$ cat src/rtl/zcm_pkg.sv
package zcm_pkg;

  // Nominal half-cycle in microseconds for the selected mains frequency.
  function automatic int half_cycle_us(int h60, int h50, bit use50);
    return use50 ? h50 : h60;
  endfunction

  // Lower edge of the acceptance window (90 % of nominal, floored).
  function automatic int spec_low(int half);
    return (half * 90) / 100;
  endfunction

  // Upper edge of the acceptance window (110 % of nominal, floored).
  function automatic int spec_high(int half);
    return (half * 110) / 100;
  endfunction

  // Bits needed to count from zero up to lim.
  function automatic int count_width(int lim);
    return $clog2(lim + 1);
  endfunction

endpackage

$ cat src/rtl/zcm_edge_sync.sv
module zcm_edge_sync (
  input  logic clk,
  input  logic rst,
  input  logic zc_i,
  output logic edge_o
);
  logic meta_q, sync_q, last_q;

  always_ff @(posedge clk) begin
    if (rst) begin
      meta_q <= 1'b0;
      sync_q <= 1'b0;
      last_q <= 1'b0;
    end else begin
      meta_q <= zc_i;
      sync_q <= meta_q;
      last_q <= sync_q;
    end
  end

  // Either polarity of level change is an event.
  assign edge_o = sync_q ^ last_q;

  // an event is followed by a cycle where the synchronised level is settled
  edge_settles_chk: assert property (@(posedge clk) disable iff (rst)
    edge_o |=> (last_q == $past(sync_q)));
endmodule

$ cat src/rtl/zcm_gap_counter.sv
module zcm_gap_counter #(
  parameter int LIMIT = 250000,
  parameter int W     = 18
) (
  input  logic         clk,
  input  logic         rst,
  input  logic         tick_i,
  input  logic         edge_i,
  output logic [W-1:0] count_o,
  output logic         timeout_o
);
  localparam logic [W-1:0] LIM = W'(LIMIT);

  logic [W-1:0] cnt_q;
  logic         at_limit;

  assign at_limit = (cnt_q == LIM);

  always_ff @(posedge clk) begin
    if (rst)                      cnt_q <= '0;
    else if (edge_i)              cnt_q <= '0;
    else if (tick_i && !at_limit) cnt_q <= cnt_q + 1'b1;
  end

  assign count_o   = cnt_q;
  assign timeout_o = at_limit;


  no_overflow_chk: assert property (@(posedge clk) disable iff (rst)
    cnt_q <= LIM);


  idle_hold_chk: assert property (@(posedge clk) disable iff (rst)
    (!tick_i && !edge_i) |=> $stable(cnt_q));


  restart_chk: assert property (@(posedge clk) disable iff (rst)
    edge_i |=> (cnt_q == '0));
endmodule

$ cat src/rtl/zcm_window_check.sv
module zcm_window_check #(
  parameter int W      = 18,
  parameter int FMIN   = 6000,
  parameter int FMAX   = 8500,
  parameter int SPEC_LO = 7499,
  parameter int SPEC_HI = 9166
) (
  input  logic         clk,
  input  logic         rst,
  input  logic         edge_i,
  input  logic         timeout_i,
  input  logic [W-1:0] count_i,
  output logic [W-1:0] interval_o,
  output logic         fault_o,
  output logic         in_spec_o
);
  function automatic logic outside_frame(logic [W-1:0] v);
    return (int'(v) < FMIN) || (int'(v) > FMAX);
  endfunction

  function automatic logic inside_spec(logic [W-1:0] v);
    return (int'(v) >= SPEC_LO) && (int'(v) <= SPEC_HI);
  endfunction

  logic         armed_q;
  logic [W-1:0] interval_q;
  logic         fault_q, spec_q;

  always_ff @(posedge clk) begin
    if (rst) begin
      armed_q    <= 1'b0;
      interval_q <= '0;
      fault_q    <= 1'b0;
      spec_q     <= 1'b0;
    end else if (edge_i) begin
      armed_q <= 1'b1;
      if (armed_q) begin
        interval_q <= count_i;
        fault_q    <= outside_frame(count_i);
        spec_q     <= inside_spec(count_i);
      end
    end else if (timeout_i) begin
      spec_q <= 1'b0;
    end
  end

  assign interval_o = interval_q;
  assign fault_o    = fault_q;
  assign in_spec_o  = spec_q;


  interval_hold_chk: assert property (@(posedge clk) disable iff (rst)
    !edge_i |=> $stable(interval_q));


  fault_hold_chk: assert property (@(posedge clk) disable iff (rst)
    !edge_i |=> $stable(fault_q));


  loss_clears_chk: assert property (@(posedge clk) disable iff (rst)
    (timeout_i && !edge_i) |=> !spec_q);


  first_edge_chk: assert property (@(posedge clk) disable iff (rst)
    (edge_i && !armed_q) |=> (interval_q == '0 && !fault_q && !spec_q));
endmodule

$ cat src/rtl/zc_phase_monitor.sv
module zc_phase_monitor #(
  parameter int HALF_60_US   = 8333,
  parameter int HALF_50_US   = 10000,
  parameter bit USE_50HZ     = 1'b0,
  parameter int TIMEOUT_US   = 250000,
  parameter int FAULT_MIN_US = 6000,
  parameter int FAULT_MAX_US = 8500,
  localparam int CNT_W       = zcm_pkg::count_width(TIMEOUT_US)
) (
  input  logic             clk,
  input  logic             rst,
  input  logic             zc_i,
  input  logic             tick_i,
  output logic             edge_o,
  output logic [CNT_W-1:0] interval_o,
  output logic             timeout_o,
  output logic             fault_o,
  output logic             in_spec_o
);
  localparam int HALF_US = zcm_pkg::half_cycle_us(HALF_60_US, HALF_50_US, USE_50HZ);
  localparam int SPEC_LO = zcm_pkg::spec_low(HALF_US);
  localparam int SPEC_HI = zcm_pkg::spec_high(HALF_US);

  logic             zc_event;
  logic             gap_expired;
  logic [CNT_W-1:0] gap_count;

  zcm_edge_sync u_sync (
    .clk    (clk),
    .rst    (rst),
    .zc_i   (zc_i),
    .edge_o (zc_event)
  );

  zcm_gap_counter #(
    .LIMIT (TIMEOUT_US),
    .W     (CNT_W)
  ) u_gap (
    .clk       (clk),
    .rst       (rst),
    .tick_i    (tick_i),
    .edge_i    (zc_event),
    .count_o   (gap_count),
    .timeout_o (gap_expired)
  );

  zcm_window_check #(
    .W       (CNT_W),
    .FMIN    (FAULT_MIN_US),
    .FMAX    (FAULT_MAX_US),
    .SPEC_LO (SPEC_LO),
    .SPEC_HI (SPEC_HI)
  ) u_win (
    .clk        (clk),
    .rst        (rst),
    .edge_i     (zc_event),
    .timeout_i  (gap_expired),
    .count_i    (gap_count),
    .interval_o (interval_o),
    .fault_o    (fault_o),
    .in_spec_o  (in_spec_o)
  );

  assign edge_o    = zc_event;
  assign timeout_o = gap_expired;

  // a strobe in a timeout cycle ends the timeout on the next edge
  edge_beats_timeout_chk: assert property (@(posedge clk) disable iff (rst)
    (zc_event && gap_expired) |=> !gap_expired);
endmodule

$ cat config.mk
export PLATFORM = sky130hd
export DESIGN_NAME = zc_phase_monitor
export DESIGN_NICKNAME = d
export VERILOG_FILES = /design/src/rtl/zcm_pkg.sv /design/src/rtl/zcm_edge_sync.sv /design/src/rtl/zcm_gap_counter.sv /design/src/rtl/zcm_window_check.sv /design/src/rtl/zc_phase_monitor.sv
export SDC_FILE = /design/constraint.sdc
export NUM_CORES = 1
export LEC_CHECK = 0
export BUFFER_PORTS_ARGS = -buffer_cell sky130_fd_sc_hd__buf_2
export CAP_MARGIN = 20
export CELL_PAD_IN_SITES_DETAIL_PLACEMENT = 0
export CELL_PAD_IN_SITES_GLOBAL_PLACEMENT = 2
export CORE_ASPECT_RATIO = 0.8
export CORE_MARGIN = 4
export CORE_UTILIZATION = 35
export DETAILED_ROUTE_END_ITERATION = 6
export PLACE_DENSITY_LB_ADDON = 0.1
export SYNTH_ARGS = -nofsm -noshare
export SYNTH_HDL_FRONTEND = slang
export SYNTH_SLANG_ARGS = --single-unit
$ cat constraint.sdc
create_clock -name clk -period 5.1 [get_ports clk]
set_input_delay 0.255 -clock clk [delete_from_list [all_inputs] [get_ports clk]]
set_output_delay 0.255 -clock clk [all_outputs]
set_load 0.05 [all_outputs]
==> qor.csv <==
stage;metric;value;unit
cts;tritoncts.num_buffers;5;
place;place.gp.congestion;0.7739;
synthesis;ys_seq_elements;42;
global_routing;grt_pass1_vias;1530;
timing;rsz0062_at_grt;false;
cts;clock-sinks;42;
timing;setup_tns;0;ns
setup_path;ff2ff_path_depth;4;
synthesis;ys_async_sr_fraction;0;%
drt;post_drt_wl_per_cell;14.65;um
cts;h-tree-depth;2;
drt;vias;1626;
timing;worstMarginPinSlew;0.6882;ns
final_layout;antenna_cells;0;
power;pwr-share-seq;57.0;%
floorplanning;initial_core_util;36.98;%
worst_hold_path;whs_path_depth;2;
synthesis;synthesis.nets;241;
power;p_sw_share;23.88;%
cts;clockBufferDepth;2;
timing;setup_violations;0;
outcome;outcome;complete, no violations;
setup_path;cp-end-kind;output pin;
cts;insertion_delay;0.30;ns
floorplanning;die-area;0.006660;mm^2
power;peakVddDrop;0.0001045;V
setup_path;arrival;1.97;ns
global_routing;gr-usage-met2;23.59;%
drt;drt_wl_total;4.571;mm
power;leakage;0.7413;nW
final_layout;final_nets;255;
final_layout;final_common_cell;nand2_1;
drt;drcViolationCount;0;
synthesis;synth.avg_cell_area;8.061;um^2
timing;relSlewSlack;54.12;%
global_routing;grtUsageMet1;20.04;%
synthesis;synth_flop_cell;dfxtp_1;
power;p_comb_share;4.0;%
power;p_int;0.0004459;W
timing;maxSlewViolCount;0;
setup_path;critPathKind;register to output pin;
global_routing;grt_overflow_total;0;
synthesis;synth.distinct_cells;45;
drt;firstDrtPassIters;4;
timing;finalCritPeriodShare;43.58;%
floorplanning;die_h;73.80;um
floorplanning;rows;23;
cts;cts_setup_buffers;0;
setup_path;start_kind;register;
global_routing;grt_max_degree;28;
timing;finalClockSkew;0.002861;ns
drt;detail-route-antenna-nets;0;
cts;cts_hold_buf;0;
synthesis;synth-seq-area-share;44.39;%
synthesis;ys_warn_count;0;
cts;cts-resized-gates;0;
power;clock_power_share;38.9;%
synthesis;synth-edff-count;0;
place;dpl.hpwl;3.214;mm
floorplanning;die_x;90.25;um
drt;drtIter0Drc;84;
final_layout;fillers;541;
worst_hold_path;hold_path.class;input pin to register;
synthesis;syn_area;0.001894;mm^2
cts;cts_tree;built;
floorplanning;ioPinCount;26;
cts;root_buffer;clkbuf_8;
global_routing;met3_usage;3.173;%
timing;fin_crit;2.223;ns
place;dpl_cell_area;0.002012;mm^2
global_routing;grt_usage;14.93;%
timing;final_hold_viol_count;0;
final_layout;fin_area;0.002107;mm^2
setup_path;crit_required;4.85;ns
floorplanning;fp.coreArea;0.005122;mm^2
setup_path;path_max_fanout;8;
drt;vias_per_cell;5.212;
global_routing;grt_pass1_wl;7.721;mm
final_layout;area_delta_synth_final;11.23;%
global_routing;antenna_found_initial;0;
synthesis;synthCells;235;
global_routing;top_usage_layer;met2;
power;power_density;278.0;mW/mm^2
flow_run;drv_cap;0;
final_layout;layout_common_cells;49 x nand2_1, 42 x dfxtp_1, 27 x a21oi_1, 25 x buf_2, 15 x nor2_1;
power;switchingPower;0.0001399;W
place;port-buffer-count;25;
timing;fmax;449.9;MHz
cts;clk_pin_slew_worst_paths;0.08;ns
final_layout;layout-drive-gt1-share;15.60;%
[state kept, by name (all words and copies together) (netlist names)]
name and flops:
u_win.armed_q 1, u_sync.sync_q 1, u_win.interval_o 18, u_sync.last_q 1
u_win.fault_o 1, u_gap.count_o 18, u_win.in_spec_o 1, u_sync.meta_q 1
[through the flow]
step / hold slack (ns) / util (%) / total power (W) / std cells / worst slack [ns]
detailed placement: 0.4239 / 39.28 / 0.0003662 / 304 / 3.005
global route: 0.1878 / 41.13 / 0.0006154 / 312 / 2.699
finish: 0.1664 / 41.13 / 0.0005857 / 312 / 2.877
floorplan: 0.3832 / - / 0.0003596 / 235 / 2.227
CTS: 0.1596 / 41.13 / 0.0005985 / 312 / 2.844
global placement: 0.4190 / 39.28 / 0.0003666 / 304 / 2.946
[cell usage after synthesis, types with 2 or more instances]
master,instances,area [um^2]
nand2_1,49,183.9
dfxtp_1,42,840.8
a21oi_1,27,135.1
nor2_1,15,56.30
clkbuf_1,11,41.29
xnor2_1,8,70.07
inv_1,6,22.52
o21ai_0,6,30.03
or3_1,6,37.54
nand4_1,5,31.28
nor2b_1,5,31.28
buf_2,4,20.02
nor3_1,4,20.02
nor4_1,4,25.02
nand3_1,3,15.01
or4_1,3,22.52
a31oi_1,2,12.51
ha_1,2,25.02
mux2i_1,2,20.02
nand2b_1,2,12.51
nor4b_1,2,17.52
o31ai_1,2,15.01
or2_2,2,12.51
xor2_1,2,17.52
[critical path, stage by stage (launching register included)]
cell,delay (ns)
dfxtp_1,0.49
or4b_1,0.49
nor4b_1,0.36
buf_2,0.33
[logic make-up (layout without fill, tap and decap cells)]
logic type,Yosys count,in the layout,share of synthesized area (%)
muxes,2,2,1.057
and+or+nand+nor,109,109,28.53
adders and majority gates,2,2,1.321
DFF,42,42,44.39
buffers and inverters,24,39,5.680
AOI/OAI and AO/OA,46,46,14.40
xor gates and xnor gates,10,10,4.624
[final timing paths]
check / slack (ns) / start / endpoint
hold reg to reg: 0.44 / u_sync.meta_q$_SDFF_PP0_ / u_sync.sync_q$_SDFF_PP0_
setup reg to reg: 3.02 / u_sync.sync_q$_SDFF_PP0_ / u_win.in_spec_o$_SDFFE_PP0P_
hold / removal: 0.17 / zc_i / u_sync.meta_q$_SDFF_PP0_
setup / recovery: 2.88 / u_gap.count_o[4]$_SDFFE_PP0P_ / timeout_o
[layout make-up]
type                       count  area [um^2]  share of cell area, %
timing repair buffer          25        125.1                  5.938
tap                           62        77.57                  3.682
inverter                       6        22.52                  1.069
clock inverter                 2        12.51                 0.5938
multi-input combinational    169        945.9                  44.89
sequential                    42        840.8                  39.90
clock buffer                   6        82.58                  3.919
[routing by layer]
layer / routed length [um] / vias to the layer above
met1: 2280 / 755
met2: 2034 / 34
met4: 78 / 0
li1: - / 830
met5: 0 / -
met3: 178 / 7
[power groups by stage]
| stage | clock, W | sequential [W] | combinational [W] |
|---|---|---|---|
| CTS | 0.000240 | 0.000334 | 0.0000243 |
| global placement | 0 | 0.000342 | 0.0000250 |
| finish | 0.000228 | 0.000334 | 0.0000237 |
| floorplan | 0 | 0.000342 | 0.0000176 |
| global route | 0.000253 | 0.000335 | 0.0000276 |
| detailed placement | 0 | 0.000342 | 0.0000243 |
(Power assumes the default switching activity.)
